<file path="src/rtl/pg_memtype_pkg.sv">
// Shared constants and types for the page memory-type table.
// Assumes one byte per slot with a 3-bit type held in the low bits.
package pg_memtype_pkg;
    localparam int SLOTS     = 8;
    localparam int SLOT_W    = 8;
    localparam int TYPE_W    = 3;
    localparam int IDX_W     = $clog2(SLOTS);
    localparam int REG_W     = SLOTS * SLOT_W;
    localparam logic [31:0] TABLE_REG = 32'h0000_0277;

    typedef logic [TYPE_W-1:0] mtype_t;

    // Memory type codes.
    localparam mtype_t MT_UC  = 3'd0;
    localparam mtype_t MT_WC  = 3'd1;
    localparam mtype_t MT_WT  = 3'd4;
    localparam mtype_t MT_WP  = 3'd5;
    localparam mtype_t MT_WB  = 3'd6;
    localparam mtype_t MT_UCW = 3'd7;

    // Reset contents of a slot, as seen through the legacy two-bit encoding.
    function automatic mtype_t reset_type(input int k);
        case (k % 4)
            0: return MT_WB;
            1: return MT_WT;
            2: return MT_UCW;
            default: return MT_UC;
        endcase
    endfunction

    // A type code is defined unless it is 2 or 3.
    function automatic logic type_ok(input mtype_t t);
        return !(t == 3'd2 || t == 3'd3);
    endfunction
endpackage

</file>
<file path="src/rtl/pg_memtype_check.sv">
// Decodes a 64-bit write image and flags whether every slot carries a defined code.
// Assumes the image layout of one byte per slot, with slot 0 in the low byte.
module pg_memtype_check
    import pg_memtype_pkg::*;
(
    input  logic [REG_W-1:0] image,
    output logic             all_ok
);
    logic [SLOTS-1:0] slot_ok;

    // One validity test per slot.
    for (genvar k = 0; k < SLOTS; k++) begin : g_slot
        assign slot_ok[k] = type_ok(image[k*SLOT_W +: TYPE_W]);
    end

    // The write is accepted only if every slot is valid.
    assign all_ok = &slot_ok;
endmodule

</file>
<file path="src/rtl/pg_memtype_store.sv">
// Holds the eight type slots and applies validated whole-table writes.
// Assumes the caller has already decoded the register number and validity.
module pg_memtype_store
    import pg_memtype_pkg::*;
(
    input  logic             clk,
    input  logic             rst_n,
    input  logic             load,
    input  logic [REG_W-1:0] image,
    output mtype_t           slots [SLOTS]
);
    for (genvar k = 0; k < SLOTS; k++) begin : g_slot
        // Slot register: reset to the legacy value, or load the low type bits.
        always_ff @(posedge clk) begin
            if (!rst_n)    slots[k] <= reset_type(k);
            else if (load) slots[k] <= image[k*SLOT_W +: TYPE_W];
        end


        // Every stored slot always holds a defined code.
        slot_def_chk: assert property (@(posedge clk) disable iff (!rst_n)
            type_ok(slots[k]));
    end
endmodule

</file>
<file path="src/rtl/pg_memtype_lookup.sv">
// Resolves the page attribute bits into a memory type.
// Assumes the slot contents are stable during the lookup; the path is combinational.
module pg_memtype_lookup
    import pg_memtype_pkg::*;
(
    input  mtype_t slots [SLOTS],
    input  logic   lk_en,
    input  logic   lk_dir,
    input  logic   sel_wt,
    input  logic   sel_cd,
    input  logic   sel_hi,
    output mtype_t lk_type
);
    logic [IDX_W-1:0] idx;

    // Form the index; a directory-as-table entry has no third bit.
    always_comb idx = {sel_hi & ~lk_dir, sel_cd, sel_wt};

    // Select the slot, or return zero when translation is off.
    always_comb lk_type = lk_en ? slots[idx] : MT_UC;


    always_comb dir_low_chk: assert (!(lk_en && lk_dir) || idx[IDX_W-1] == 1'b0);
endmodule

</file>
<file path="src/rtl/pg_memtype_table.sv">
// Top level: register access to the attribute table plus the lookup port.
// Assumes single-cycle strobes and a synchronous active-low reset.
module pg_memtype_table
    import pg_memtype_pkg::*;
(
    input  logic              clk,
    input  logic              rst_n,
    input  logic [31:0]       reg_num,
    input  logic              reg_wr,
    input  logic              reg_rd,
    input  logic [REG_W-1:0]  wr_data,
    output logic [REG_W-1:0]  rd_data,
    output logic              wr_err,
    input  logic              lk_en,
    input  logic              lk_dir,
    input  logic              sel_wt,
    input  logic              sel_cd,
    input  logic              sel_hi,
    output logic [TYPE_W-1:0] lk_type
);
    logic   hit;
    logic   img_ok;
    logic   load;
    mtype_t slots [SLOTS];
    logic [REG_W-1:0] image_rd;

    // Decode the register address.
    always_comb hit = (reg_num == TABLE_REG);

    pg_memtype_check u_check (.image(wr_data), .all_ok(img_ok));

    // Apply only addressed writes whose codes are all defined.
    always_comb load = reg_wr && hit && img_ok;

    pg_memtype_store u_store (
        .clk(clk), .rst_n(rst_n), .load(load), .image(wr_data), .slots(slots)
    );

    pg_memtype_lookup u_lookup (
        .slots(slots), .lk_en(lk_en), .lk_dir(lk_dir),
        .sel_wt(sel_wt), .sel_cd(sel_cd), .sel_hi(sel_hi), .lk_type(lk_type)
    );

    // Build the read image, zeroing the reserved bits.
    for (genvar k = 0; k < SLOTS; k++) begin : g_rd
        assign image_rd[k*SLOT_W +: SLOT_W] = {{(SLOT_W-TYPE_W){1'b0}}, slots[k]};
    end

    // Register the read data and the write error flag.
    always_ff @(posedge clk) begin
        if (!rst_n) begin
            rd_data <= '0;
            wr_err  <= 1'b0;
        end else begin
            rd_data <= (reg_rd && hit) ? image_rd : '0;
            wr_err  <= reg_wr && hit && !img_ok;
        end
    end


    rej_hold_chk: assert property (@(posedge clk) disable iff (!rst_n)
        (reg_wr && hit && !img_ok) |=> (wr_err && $stable(slots[0]) && $stable(slots[7])));

    other_reg_chk: assert property (@(posedge clk) disable iff (!rst_n)
        (!hit) |=> (!wr_err && $stable(slots[3])));

    rd_zero_chk: assert property (@(posedge clk) disable iff (!rst_n)
        (!reg_rd) |=> (rd_data == '0));

    wr_apply_chk: assert property (@(posedge clk) disable iff (!rst_n)
        (reg_wr && hit && img_ok) |=> (slots[1] == $past(wr_data[10:8])));
endmodule

</file>
<file path="config.mk">
export PLATFORM = sky130hd
export DESIGN_NAME = pg_memtype_table
export DESIGN_NICKNAME = d
export VERILOG_FILES = /design/src/rtl/pg_memtype_pkg.sv /design/src/rtl/pg_memtype_check.sv /design/src/rtl/pg_memtype_store.sv /design/src/rtl/pg_memtype_lookup.sv /design/src/rtl/pg_memtype_table.sv
export SDC_FILE = /design/constraint.sdc
export NUM_CORES = 1
export LEC_CHECK = 0
export ABC_AREA = 1
export BUFFER_PORTS_ARGS = -buffer_cell sky130_fd_sc_hd__buf_4
export CORE_MARGIN = 2
export CORE_UTILIZATION = 45
export DETAILED_ROUTE_END_ITERATION = 8
export GPL_TIMING_DRIVEN = 0
export PLACE_DENSITY = 0.88
export RECOVER_POWER = 50
export SLEW_MARGIN = 10
export SYNTH_ARGS = -nofsm -noshare
export SYNTH_HDL_FRONTEND = slang
export SYNTH_SLANG_ARGS = --single-unit
</file>
<file path="constraint.sdc">
create_clock -name clk -period 1.9 [get_ports clk]
set_clock_uncertainty 0.1 [all_clocks]
set_input_delay 0.095 -clock clk [delete_from_list [all_inputs] [get_ports clk]]
set_output_delay 0.095 -clock clk [all_outputs]
set_load 0.1 [all_outputs]
</file>
# Yosys cells after proc, flatten, opt, wreduce, memory -nomap -nowiden
# Index checks and enable logic that the tools add are counted.
[word_totals]
reg_bits = 89
input_bits = 105
output_inout_bits = 68
word_cells = 59
[op_classes]
n_lt_le_gt_ge = 1
eq_ne = 17
muxes = 4
bitwise = 3
n_reduce_logical = 23
[ops]
columns = ["operator", "count"]
rows = [
  ["$eq 3x2->1 const B", 16],
  ["$eq 32x10->1 const B", 1],
  ["$bmux 3 s3", 1],
  ["$logic_not 1->1", 9],
  ["$mux 3", 3],
  ["$logic_or 1x1->1", 8],
  ["$reduce_and 8->1", 1],
  ["$ge 4x4->1 const B", 1],
  ["$logic_and 1x1->1", 4],
  ["$not 3->4", 1],
  ["$reduce_and 2->1", 1],
  ["$and 1x1->1", 1],
  ["$not 1->1", 1],
]

# Longest topological paths before layout
# Gate-level depths: netlist (run 1).
[logic_depth]
ltp_word = 7
mapped_depth = 11

# Hierarchy
# Synthesis (run 1) repeated with hierarchy kept, for this count alone.
[unflattened]
cells_unflattened = 407
hier_area_um2 = 2713.9
[by_module_without_submodules]
columns = ["mod", "n_inst", "cells_each", "area_per_inst_um2", "seq_area_each_um2"]
rows = [
  ["pg_memtype_table", 1, 171, 1293.7, 500.5],
  ["pg_memtype_store", 1, 128, 984.7, 480.5],
  ["pg_memtype_lookup", 1, 81, 334.1, 0.0],
  ["pg_memtype_check", 1, 27, 101.3, 0.0],
]

# Worst setup path after synthesis (run 1)
# No wires, ideal clock.
[synth_timing]
kind = "register to output"
startpoint = "register u_store.slots[20] in the netlist's numbering"
endpoint = "output lk_type[2]"
t_arrival_ps = 2208
required_time_ps = 1705
path_slack_ps = -503
stages_incl_launch_ff = 5
path_buffers = 0
path_cell_list = "dfxtp_1 -> inv_1 -> a21oi_1 -> o21ai_0 -> a31oi_1"
[synth_via]
elab_chain_cells = 4
[synth_rtl]
columns = ["item", "line_no", "rtl"]
rows = [
  ["from (decl)", "pg_memtype_store.sv:10", "output mtype_t slots [SLOTS]"],
  ["from (signal, indexed assignment)", "pg_memtype_store.sv:15", "if (!rst_n) slots[k] <= reset_type(k);"],
  ["from (signal, indexed assignment)", "pg_memtype_store.sv:16", "else if (load) slots[k] <= image[k*SLOT_W +: TYPE_W];"],
  ["$bmux 3 s3", "pg_memtype_lookup.sv:20", "always_comb lk_type = lk_en ? slots[idx] : MT_UC;"],
  ["$mux 3 (implied by the code) (2 in a row)", "pg_memtype_lookup.sv:20", ""],
  ["$mux 3", "pg_memtype_lookup.sv:20", ""],
  ["to (decl)", "pg_memtype_table.sv:19", "output logic [TYPE_W-1:0] lk_type"],
]
# Every way passes these cells. The select of a mux whose other input is x is not followed.

# Final worst setup path (run 1)
[layout_timing]
startpoint = "register u_store.slots[4] in the netlist's numbering"
endpoint = "output lk_type[1]"
# The elaborated chain is that of the path after synthesis.

==> results of run 1 <==
[power by group through the flow]
| stage | clock network (mW) | logic [mW] | registers, mW |
|---|---|---|---|
| 3_5_place_dp | 0 | 0.684 | 1.05 |
| 3_3_place_gp | 0 | 0.680 | 1.05 |
| 5_1_grt | 0.792 | 0.746 | 1.03 |
| 2_1_floorplan | 0 | 0.538 | 1.05 |
| 4_1_cts | 0.766 | 0.700 | 1.03 |
| 6_report | 0.754 | 0.712 | 1.03 |
[what timing repair did]
| action | 4_1_cts | 5_1_grt |
|---|---|---|
| endpoints found under the hold margin | 9 | 0 |
| gates resized for setup | 0 | 3 |
| endpoints found under the setup margin | 0 | 15 |
| hold buffers | 9 | 0 |
[state kept, by name, summed over array words and instances, names as in the netlist]
| register | count |
|---|---|
| rd_data | 24 |
| u_store.slots | 24 |
| wr_err | 1 |
[cells by family after synthesis]
logic type	after synthesis
compound gates	27
buf+inv	124
flops	49
simple gates	192
other cells	1
[cells in the mapped netlist, drive strengths merged]
| cell | instances |
|---|---|
| a21oi | 12 |
| a31oi | 3 |
| buf | 48 |
| clkbuf | 8 |
| conb | 1 |
| dfxtp | 49 |
| inv | 68 |
| nand2 | 73 |
| nand3 | 17 |
| nand4 | 26 |
| nor2 | 75 |
| nor3b | 1 |
| o21ai | 12 |
[worst paths after layout]
kind                                        start           endpoint
worst min-delay path                  wr_data[16]  u_store.slots[15]
worst max-delay path             u_store.slots[4]         lk_type[1]
worst max register to register  u_store.slots[18]  u_store.slots[18]
worst min register to register   u_store.slots[9]        rd_data[32]
[per-layer routing]
layer  global-route usage [%]  routed length (um)
met2                    40.92                3444
met1                    23.89                2640
met5                        0                   0
met3                    3.846                 622
met4                    11.36                 355
[layout make-up]
| cell class | count | area [um^2] | share of cell area [%] |
|---|---|---|---|
| plain buffers | 56 | 374.1 | 10.22 |
| inverters | 68 | 255.2 | 6.970 |
| multi-input cells | 259 | 1142 | 31.19 |
| clock inverters | 1 | 30.03 | 0.8200 |
| repair buffers | 99 | 703.2 | 19.20 |
| flip-flops and latches | 49 | 980.9 | 26.79 |
| clock buffers | 7 | 86.33 | 2.357 |
| well taps | 72 | 90.09 | 2.460 |
[stage by stage]
step                instance area (um^2)  hold slack [ns]  cells
finish                              3662          0.02171    611
CTS                                 3721         0.005082    611
detailed placement                  3515           0.2705    594
global route                        3662          0.01423    611
floorplan                           2749           0.1662    432
global placement                    3515           0.2617    594
[worst register-to-register path: stages, from the launching register on]
cell and delay [ns]:
dfxtp_1 0.30, inv_1 0.11, nand2_1 0.07, inv_1 0.06
nor2_1 0.04
[cells in the final DEF (no fill, tap or decap)]
cell type | synthesis | final
nor3b_1 | 1 | 1
o21ai_0 | 12 | 12
buf_2 | 5 | 5
dlygate4sd3_1 | 0 | 9
clkbuf_4 | 0 | 1
clkbuf_1 | 8 | 10
buf_4 | 40 | 102
nand2_1 | 73 | 73
nand4_1 | 26 | 26
a31oi_2 | 0 | 3
nand3_1 | 15 | 16
clkbuf_2 | 0 | 25
nor2_4 | 1 | 2
conb_1 | 1 | 40
bufinv_16 | 0 | 1
nand3_2 | 2 | 1
dfxtp_1 | 49 | 49
buf_1 | 2 | 2
nor2_1 | 73 | 73
inv_1 | 68 | 68
a21oi_2 | 0 | 1
a21oi_1 | 12 | 11
buf_6 | 1 | 2
clkbuf_8 | 0 | 6
==> results.cfg, run 1 <==
[clock_network]
path_clk_slew_ns = 0.09
postCtsSetupBuffers = 0
cts_buffer_depth = 2
clockRootBuffer = clkbuf_8
numCtsBuffers = 5
clk_latency_ns = 0.30
htreeDepth = 2
clkSinkCount = 49
cts_tree = yes

[min_path]
hold_class = in -> reg
hold_depth = 3

[logic_synthesis]
syn_avg_cell_area_um2 = 6.574
synth_compound_area_share_pct = 5.375
yosysTopAreaCellShare_pct = 37.97
ys_seq_area_share_pct = 37.97
synth-simple-area-share_pct = 32.15
ys_ff_latch = 49
synth_top_cell_by_area = dfxtp_1
ys_top_cells_by_area = dfxtp_1 38%, buf_4 12%, nand2_1 11%
netlist_instances = 393
synth_top_family_by_area = simple AND/OR/NAND/NOR gates
synth.distinct_cells = 19
synth-adder-area-share_pct = 0
synth_area_um2 = 2584
yosysWarnings = 0
muxShareOfSynthArea_pct = 0
synth-xor-area-share_pct = 0

[route]
drt_iter0_drc = 132
drt_first_pass_iters = 5
wl_um = 7062
num_vias = 2817
viasPerCell = 4.610
wire_per_inst_um = 11.56
drcViolationCount = 0
ant_nets = 0

[power]
leakage_nw = 2.089
p_clk_share_pct = 30.3
p_int_mw = 1.649
p_total_mw = 2.492
power.share.sequential_pct = 41.2
vdd_drop_max_v = 0.0003376
comb_power_share_pct = 28.6
p_per_area_nw_per_um2 = 680.4
power.switching_mw = 0.8429
swShare_pct = 33.83

[placed_design]
gp_congestion = 0.9051
portBuffers = 90
dp_slack_ns = 0.3053
hpwl_um = 5506

[worst_setup_path]
critPathRequiredTime_ns = 1.70
crit_type = reg -> out
path_max_fanout = 2
r2r_slack_ns = 1.13
cp_num_cells = 7
ff2ff_path_depth = 4
max_stage_delay_ns = 0.34
start_kind = flop
crit_chain = inv_1 -> a21oi_1 -> o21ai_0 -> nand3_1 -> nand2_1 -> a31oi_2 -> buf_4
critical_path.top_delay_family = compound AO/OA/AOI/OAI gates
end_kind = primary output
arrival_ns = 1.58
cpMaxStageDelayCell = dfxtp_1
cp_num_buf_inv = 2

[layout]
finalNetCount = 643
diodes = 0
fill_cells = 512
syn_to_final_growth_pct = 41.74
drive_gt1_share_pct = 27.64
final_util_pct = 66.10

[floorplanning]
die_w_um = 79.78
start_util_pct = 46.64
rows = 27
die_area_um2 = 6364
core-area_um2 = 5540
die_h_um = 79.78
ios = 173

[grt]
grt_pass1_wl_um = 11060
grt_max_degree = 15
grt_pass1_vias = 2559
antenna_found_initial = 0
grt-ovfl-total = 0
grt_use_total_pct = 22.11

[sta]
hold_viol = 0
drv_slew = 0
tightest_slew_ns = 0.5475
setup_viol = 0
fin_tns_setup_ns = 0
min_period_ns = 1.770
max-slew-margin-rel_pct = 63.66
fmax_mhz = 565.0
rsz0062_at_grt = false
finalCritPeriodShare_pct = 93.16
worst_slack_ns = 0.1300

[flow_run]
cap_violations = 0

[outcome]
run_status = complete, no violations
(Power assumes the default switching activity.)
==> run 2: changes to the inputs <==
--- a/config.mk
+++ b/config.mk
@@ -7,10 +7,9 @@
 export LEC_CHECK = 0
 export ABC_AREA = 1
 export BUFFER_PORTS_ARGS = -buffer_cell sky130_fd_sc_hd__buf_4
-export CORE_MARGIN = 2
+export CAP_MARGIN = 20
 export CORE_UTILIZATION = 45
 export DETAILED_ROUTE_END_ITERATION = 8
-export GPL_TIMING_DRIVEN = 0
 export PLACE_DENSITY = 0.88
 export RECOVER_POWER = 50
 export SLEW_MARGIN = 10
==> results.cfg, run 2 (synthesis results as in run 1) <==
[outcome]
run_status = complete, no violations

[sta]
hold_viol = 0
finalCritPeriodShare_pct = 94.64
fin_tns_setup_ns = 0
rsz0062_at_grt = false
fmax_mhz = 556.1
tightest_slew_ns = 0.5467
max-slew-margin-rel_pct = 63.71
min_period_ns = 1.798
setup_viol = 0
drv_slew = 0

[placed_design]
gp_congestion = 0.8617
portBuffers = 92
hpwl_um = 4596
dp.cells = 544

[route]
wire_per_inst_um = 11.05
num_vias = 2616
wl_met3_um = 546
ant_nets = 0
viasPerCell = 4.655
wl_met1_um = 2205
drt_first_pass_iters = 4
wl_um = 6209
routed-wl-met2_um = 3150
top_layer_used = met4
drt_iter0_drc = 159
drcViolationCount = 0

[clock_network]
clockRootBuffer = clkbuf_8
path_clk_slew_ns = 0.09
cts_tree = yes
clk_latency_ns = 0.30
cts_buffer_depth = 2
numCtsBuffers = 5
cts_hold_buffers = 10
cts_resized = 0
postCtsSetupBuffers = 0
clkSinkCount = 49
htreeDepth = 2

[grt]
grt-ovfl-total = 0
antenna_found_initial = 0
grt_max_degree = 27
grt_pass1_wl_um = 9908
grt_use_total_pct = 20.89
grt_pass1_vias = 2339

[worst_setup_path]
cpMaxStageDelayCell = dfxtp_1
crit_type = reg -> out
arrival_ns = 1.60
r2r_start = u_store.slots[1]
r2r_slack_ns = 1.11
ff2ff_path_depth = 4
crit_chain = inv_1 -> a21oi_1 -> o21ai_0 -> nand3_1 -> nand2_1 -> a31oi_2 -> buf_4
critPathRequiredTime_ns = 1.70
end_kind = primary output
max_stage_delay_ns = 0.36
reg2reg_to = u_store.slots[1]
start_kind = flop
path_max_fanout = 2

[floorplanning]
ios = 173
rows = 27
die_w_um = 77.78
core-area_um2 = 5507
die_area_um2 = 6049
start_util_pct = 46.92
die_h_um = 77.78

[layout]
final_cell_mix = 74 x nor2_1, 73 x nand2_1, 68 x inv_1
finalNetCount = 594
reg.largest.list = rd_data: 24 flops, u_store.slots: 24 flops, wr_err: 1 flops
syn_to_final_growth_pct = 28.43
fill_cells = 514
drive_gt1_share_pct = 21.63
seqCellArea_um2 = 980.9
multiInputGateArea_um2 = 1131
stdcell_count = 562
diodes = 0
layout_commonest_cell = nor2_1

[power]
vdd_drop_max_v = 0.0004739
p_per_area_nw_per_um2 = 728.2
leakage_nw = 1.854

[min_path]
hold_depth = 5
worstHoldStart = wr_data[40]
hold_class = in -> reg
worstHoldEndpoint = u_store.slots[6]

[flow_run]
cap_violations = 0
run 2: final cells by class:
type                            count  area share [%]
Clock inverter                      1          0.9050
Sequential cell                    49           29.56
Clock buffer                        7           2.602
Multi-Input combinational cell    259           34.09
Tap cell                           72           2.715
Timing Repair Buffer              106           22.44
Inverter                           68           7.692
run 2: worst max-delay path by stage:
stage | cells after the start | startpoint | slack, ns | to
after detailed placement | 10 | reg_num[23] | 0.17 | u_store.slots[1]
after global placement | 9 | reg_num[23] | 0.23 | u_store.slots[23]
after floorplan | 6 | u_store.slots[8] | 0.09 | lk_type[2]
after global routing | 7 | u_store.slots[3] | 0.0004 | lk_type[0]
after CTS | 7 | u_store.slots[4] | 0.12 | lk_type[1]
final | 7 | u_store.slots[4] | 0.10 | lk_type[1]
run 2: through the flow:
step | utilization, % | instance area (um^2) | power, mW | worst slack, ns | hold slack [ns]
after floorplan | - | 2749 | 1.588 | 0.08787 | 0.1662
after global placement | 57.85 | 3186 | 1.660 | 0.2285 | 0.2648
after detailed placement | 57.85 | 3186 | 1.664 | 0.1725 | 0.2723
after CTS | 61.78 | 3402 | 2.416 | 0.1204 | 0.01608
after global routing | 60.26 | 3318 | 2.503 | 0.0003952 | 0.01983
final | 60.26 | 3318 | 2.416 | 0.1018 | 0.01256
run 2: critical path, delay by kind of cell (launching register included):
family                 cells  cell delay, ns
buffers and inverters      2            0.39
AOI/OAI and AO/OA          3            0.39
DFF                        1            0.36
and+or+nand+nor            2            0.15
run 2: per-layer routing:
layer / vias to the layer above / track usage (%)
li1: 1314 / -
met1: 1116 / 21.05
met2: 157 / 38.50
met3: 29 / 4.706
met4: 0 / 13.21
met5: - / 0
run 2: report_power, final:
group          internal [mW]   switching [mW]
logic                  0.135            0.500
registers               1.03  0.0000000000219
clock network          0.429            0.326
total                   1.59            0.826
